===== src/rtl/dmaint_pkg.sv =====
package dmaint_pkg;

    localparam int LVL_W     = 2;
    localparam int CSR_W     = 8;
    localparam int N_EVT     = 2;
    localparam int EV_TRN    = 0;
    localparam int EV_ERR    = 1;
    localparam int TRN_FLAG_BIT = 4;
    localparam int ERR_FLAG_BIT = 5;
    localparam int TRN_LVL_LSB  = 0;
    localparam int ERR_LVL_LSB  = 2;

    typedef logic [LVL_W-1:0] lvl_t;

    typedef struct packed {
        logic blk;
        logic trn;
        logic err;
    } evt_t;

    typedef struct packed {
        lvl_t err_lvl;
        lvl_t trn_lvl;
    } lvl_cfg_t;

    typedef struct packed {
        logic req;
        lvl_t lvl;
    } irq_t;

    function automatic logic lvl_enabled(lvl_t l);
        return l != '0;
    endfunction

    function automatic irq_t make_irq(logic flag, lvl_t l);
        irq_t r;
        r.req = flag && lvl_enabled(l);
        r.lvl = r.req ? l : '0;
        return r;
    endfunction

    function automatic logic [CSR_W-1:0] pack_csr(logic [N_EVT-1:0] flags, lvl_cfg_t c);
        logic [CSR_W-1:0] v;
        v = '0;
        v[TRN_FLAG_BIT] = flags[EV_TRN];
        v[ERR_FLAG_BIT] = flags[EV_ERR];
        v[TRN_LVL_LSB +: LVL_W] = c.trn_lvl;
        v[ERR_LVL_LSB +: LVL_W] = c.err_lvl;
        return v;
    endfunction

endpackage


===== src/rtl/dmaint_evt_decode.sv =====
module dmaint_evt_decode
    import dmaint_pkg::*;
(
    input  evt_t                  evt_i,
    input  logic                  rpt_unlim_i,
    input  logic                  wr_en_i,
    input  logic [CSR_W-1:0]      wr_data_i,
    output logic [N_EVT-1:0]      set_o,
    output logic [N_EVT-1:0]      clr_o,
    output logic                  lvl_we_o,
    output lvl_cfg_t              lvl_wdata_o
);

    always_comb begin
        set_o          = '0;
        set_o[EV_TRN]  = evt_i.trn || (rpt_unlim_i && evt_i.blk);
        set_o[EV_ERR]  = evt_i.err;

        clr_o          = '0;
        clr_o[EV_TRN]  = wr_en_i && wr_data_i[TRN_FLAG_BIT];
        clr_o[EV_ERR]  = wr_en_i && wr_data_i[ERR_FLAG_BIT];

        lvl_we_o             = wr_en_i;
        lvl_wdata_o.trn_lvl  = wr_data_i[TRN_LVL_LSB +: LVL_W];
        lvl_wdata_o.err_lvl  = wr_data_i[ERR_LVL_LSB +: LVL_W];
    end

endmodule


===== src/rtl/dmaint_flag.sv =====
module dmaint_flag (
    input  logic clk,
    input  logic rst,
    input  logic set_i,
    input  logic clr_i,
    output logic q_o
);

    always_ff @(posedge clk) begin
        if (rst)
            q_o <= 1'b0;
        else if (set_i)
            q_o <= 1'b1;
        else if (clr_i)
            q_o <= 1'b0;
    end

    AST_SET_WINS: assert property (@(posedge clk) disable iff (rst) set_i |=> q_o);
    AST_W1C_CLEARS: assert property (@(posedge clk) disable iff (rst) (clr_i && !set_i) |=> !q_o);
    AST_NO_SELF_CLEAR: assert property (@(posedge clk) disable iff (rst) (!set_i && !clr_i) |=> (q_o == $past(q_o)));

endmodule


===== src/rtl/dmaint_lvl_reg.sv =====
module dmaint_lvl_reg
    import dmaint_pkg::*;
(
    input  logic     clk,
    input  logic     rst,
    input  logic     we_i,
    input  lvl_cfg_t wdata_i,
    output lvl_cfg_t cfg_o
);

    always_ff @(posedge clk) begin
        if (rst)
            cfg_o <= '0;
        else if (we_i)
            cfg_o <= wdata_i;
    end

    AST_LVL_HOLD: assert property (@(posedge clk) disable iff (rst) !we_i |=> $stable(cfg_o));

endmodule


===== src/rtl/dmaint_irq_out.sv =====
module dmaint_irq_out
    import dmaint_pkg::*;
(
    input  logic [N_EVT-1:0] flags_i,
    input  lvl_cfg_t         cfg_i,
    output irq_t             trn_irq_o,
    output irq_t             err_irq_o
);

    always_comb begin
        trn_irq_o = make_irq(flags_i[EV_TRN], cfg_i.trn_lvl);
        err_irq_o = make_irq(flags_i[EV_ERR], cfg_i.err_lvl);
    end

endmodule


===== src/rtl/dma_chan_irq.sv =====
module dma_chan_irq
    import dmaint_pkg::*;
(
    input  logic             clk,
    input  logic             rst,
    input  logic             blk_done,
    input  logic             trn_done,
    input  logic             err_pulse,
    input  logic             rpt_unlim,
    input  logic             wr_en,
    input  logic [CSR_W-1:0] wr_data,
    output logic [CSR_W-1:0] csr_q,
    output logic             trn_irq,
    output logic [LVL_W-1:0] trn_irq_lvl,
    output logic             err_irq,
    output logic [LVL_W-1:0] err_irq_lvl
);

    evt_t             evt;
    logic [N_EVT-1:0] set_v;
    logic [N_EVT-1:0] clr_v;
    logic [N_EVT-1:0] flags;
    logic             lvl_we;
    lvl_cfg_t         lvl_wdata;
    lvl_cfg_t         cfg;
    irq_t             trn_req;
    irq_t             err_req;

    assign evt.blk = blk_done;
    assign evt.trn = trn_done;
    assign evt.err = err_pulse;

    dmaint_evt_decode u_dec (
        .evt_i       (evt),
        .rpt_unlim_i (rpt_unlim),
        .wr_en_i     (wr_en),
        .wr_data_i   (wr_data),
        .set_o       (set_v),
        .clr_o       (clr_v),
        .lvl_we_o    (lvl_we),
        .lvl_wdata_o (lvl_wdata)
    );

    for (genvar g = 0; g < N_EVT; g++) begin : g_flag
        dmaint_flag u_flag (
            .clk   (clk),
            .rst   (rst),
            .set_i (set_v[g]),
            .clr_i (clr_v[g]),
            .q_o   (flags[g])
        );
    end

    dmaint_lvl_reg u_lvl (
        .clk     (clk),
        .rst     (rst),
        .we_i    (lvl_we),
        .wdata_i (lvl_wdata),
        .cfg_o   (cfg)
    );

    dmaint_irq_out u_irq (
        .flags_i   (flags),
        .cfg_i     (cfg),
        .trn_irq_o (trn_req),
        .err_irq_o (err_req)
    );

    assign csr_q       = pack_csr(flags, cfg);
    assign trn_irq     = trn_req.req;
    assign trn_irq_lvl = trn_req.lvl;
    assign err_irq     = err_req.req;
    assign err_irq_lvl = err_req.lvl;

    AST_RPT_BLOCK_SETS: assert property (@(posedge clk) disable iff (rst) (blk_done && rpt_unlim) |=> csr_q[TRN_FLAG_BIT]);
    AST_TRN_FLAG_CAUSE: assert property (@(posedge clk) disable iff (rst) $rose(csr_q[TRN_FLAG_BIT]) |-> $past(trn_done || (blk_done && rpt_unlim)));
    AST_ERR_SETS: assert property (@(posedge clk) disable iff (rst) err_pulse |=> csr_q[ERR_FLAG_BIT]);
    AST_LVL0_QUIET: assert property (@(posedge clk) disable iff (rst) (csr_q[TRN_LVL_LSB +: LVL_W] == '0) |-> !trn_irq);
    AST_IRQ_LVL_IDLE: assert property (@(posedge clk) disable iff (rst) !err_irq |-> (err_irq_lvl == '0));

endmodule


===== config.mk =====
export PLATFORM = sky130hd
export DESIGN_NAME = dma_chan_irq
export DESIGN_NICKNAME = d
export VERILOG_FILES = /design/src/rtl/dmaint_pkg.sv /design/src/rtl/dmaint_evt_decode.sv /design/src/rtl/dmaint_flag.sv /design/src/rtl/dmaint_lvl_reg.sv /design/src/rtl/dmaint_irq_out.sv /design/src/rtl/dma_chan_irq.sv
export SDC_FILE = /design/constraint.sdc
export NUM_CORES = 1
export LEC_CHECK = 0
export BUFFER_PORTS_ARGS = -buffer_cell sky130_fd_sc_hd__buf_2
export CAP_MARGIN = 20
export CORE_AREA = 3 3 40 42
export CTS_BUF_LIST = sky130_fd_sc_hd__clkbuf_8
export DETAILED_ROUTE_END_ITERATION = 10
export DIE_AREA = 0 0 43 45
export PLACE_DENSITY = 0.66
export SYNTH_ARGS = -nofsm -noshare
export SYNTH_HDL_FRONTEND = slang
export SYNTH_SLANG_ARGS = --single-unit

===== constraint.sdc =====
create_clock -name clk -period 1 [get_ports clk]
set_clock_uncertainty 0.05 [all_clocks]
set_input_delay 0.2 -clock clk [delete_from_list [all_inputs] [get_ports clk]]
set_output_delay 0.2 -clock clk [all_outputs]
set_load 0.005 [all_outputs]

==> metrics <==
CTS tree=built; CP Capture Type=output port; area leader, netlist=dfxtp_1; ANT nets after route=0; Max Fclk=926 MHz; maxcap violations=0; Die Area=0.00194 mm^2; layout cells sized above 1=0.684; Initial Util=0.235; first-pass GRT wire length=1.12 mm; gp weighted congestion=0.585; Worst EP arrival=830 ps; Clock Latency Late Sink=220 ps; Worst Setup Start Kind=flip-flop; worst vdd ir=0.000705 V; Cell Pwr Density=1480 mW/mm^2; most frequent cells after synthesis=dfxtp_1, and2_1, buf_4, mux2i_1, nor2_1; Avg WL per Cell=10.0 um; Tcrit/Tclk final=1.08; kind of critical path=flip-flop to output port; Final Max Slew Viols=0; Starting DRT DRC Count=4; Vias/cell=4.08; Tmin final=1080 ps; post-synth cell types=13; Area contributors post-synth=dfxtp_1, mux2i_1, buf_4; number of H-tree levels=1; area delta synth->final=66.4%; Clock Tree Root=clkbuf_8; site row count=13; RSZ-0062 raised after global routing=true; count leader, synth=dfxtp_1; CTS sink cnt=6; Seq/Total Area, Yosys=0.398; Mean Syn Cell Area=9.73 um^2; final net count=74; GR Util All Layers=0.0801; Final Setup Violations=8; Syn Inst Count=31; HP Class=primary input to flip-flop; CTS hold repair buffers=0; via count=294; die span in x=43 um; total power draw=0.744 mW; pin count of the biggest net entering global routing=7; I/O Pins=29; Synth top area share=0.398; Finished Layout Cells=72; die height=45 um; drt drc=0; Post-synth EDFFs=0; initial antenna violation count=0; failing checks=setup timing; GRT overflow=0; Ys Warns=0; flops & latches, synth=6; I/O Buffers=24; Fin. Hold Viols=0; TritonCTS Buffers=3; status=finished with violations; commonest register cell after synthesis=dfxtp_1; Clock Pin Slew Worst Setup and Hold Paths=40 ps; asr flop ratio synth=0; leakage=0.272 nW; dpl cells=66; DR pass1 iterations=2; Antenna Cells=0; final worst setup slack=-80.5 ps; Syn Std Cell Area=302 um^2; DRT Wirelength=720 um; CP required=750 ps; clk buf depth=2; core box area=0.00128 mm^2; vias in the first global route=260; crit-path max FO=3
==> repair_timing <==
action | CTS | global route
endpoints found under the hold margin | 0 | 0
buffers inserted | 2 | 1
setup endpoints to repair | 6 | 8
pin swaps | 3 | 1
resized for setup | 8 | 4
==> where the power goes <==
group          leakage, nW  internal (mW)  switching (mW)
clock               0.0216          0.258          0.0970
combinational        0.198         0.0737          0.0421
sequential          0.0519          0.259          0.0144
total                0.272          0.591           0.154
==> through the flow <==
step / cell area [um^2] / TNS [ps] / utilization / hold slack [ps] / worst slack, ps
2_1_floorplan: 305 / 0 / - / 212 / 231
3_3_place_gp: 403 / 0 / 0.314 / 379 / 146
3_5_place_dp: 403 / 0 / 0.314 / 392 / 143
4_1_cts: 479 / -388 / 0.373 / 165 / -74.7
5_1_grt: 502 / -608 / 0.390 / 174 / -108
6_report: 502 / -404 / 0.390 / 159 / -80.5
==> cell usage in the layout (no fill, tap or decap), types with 2 or more instances in the layout <==
| master | n |
|---|---|
| nor2_1 | 4 |
| o21a_1 | 2 |
| mux2i_1 | 4 |
| clkbuf_8 | 3 |
| buf_2 | 21 |
| buf_6 | 4 |
| dfxtp_2 | 5 |
| conb_1 | 2 |
| buf_4 | 2 |
| and2_1 | 3 |
==> sequential cells by signal, summed over array words and instances (netlist names) <==
signal / count
u_lvl.cfg_o: 4
g_flag.u_flag.q_o: 2
==> layer usage <==
metal / vias up / wire, um / track usage
met5: - / 0 / 0
met1: 128 / 299 / 0.104
met2: 15 / 346 / 0.114
met4: 0 / 0 / 0.0361
met3: 0 / 74 / 0.0359
li1: 151 / - / -
==> cells by family after synthesis <==
logic type	after synthesis	share of synthesized area
flops	6	0.398
simple gates	8	0.133
buf+inv	5	0.137
compound gates	7	0.187
other cells	1	0.0124
mux	4	0.133
==> critical path: stages (launching register included) <==
cell and delay, ps:
dfxtp_2 320, o21a_1 170, buf_2 120
==> final timing paths <==
path	from	end	slack (ps)	depth (start not counted)
setup / recovery	u_lvl.cfg_o[2]	err_irq	-80	2
hold / removal	rst	g_flag[0].u_flag.q_o	160	2
setup reg to reg	g_flag[0].u_flag.q_o	g_flag[0].u_flag.q_o	140	3
hold reg to reg	u_lvl.cfg_o[1]	u_lvl.cfg_o[1]	460	2
==> layout make-up <==
| class | instances | area [um^2] |
|---|---|---|
| flip-flops and latches | 6 | 130 |
| well taps | 15 | 18.8 |
| fillers | 139 | 783 |
| multi-input cells | 21 | 146 |
| clock buffers | 3 | 41.3 |
| repair buffers | 27 | 165 |
(Power assumes the default switching activity.)
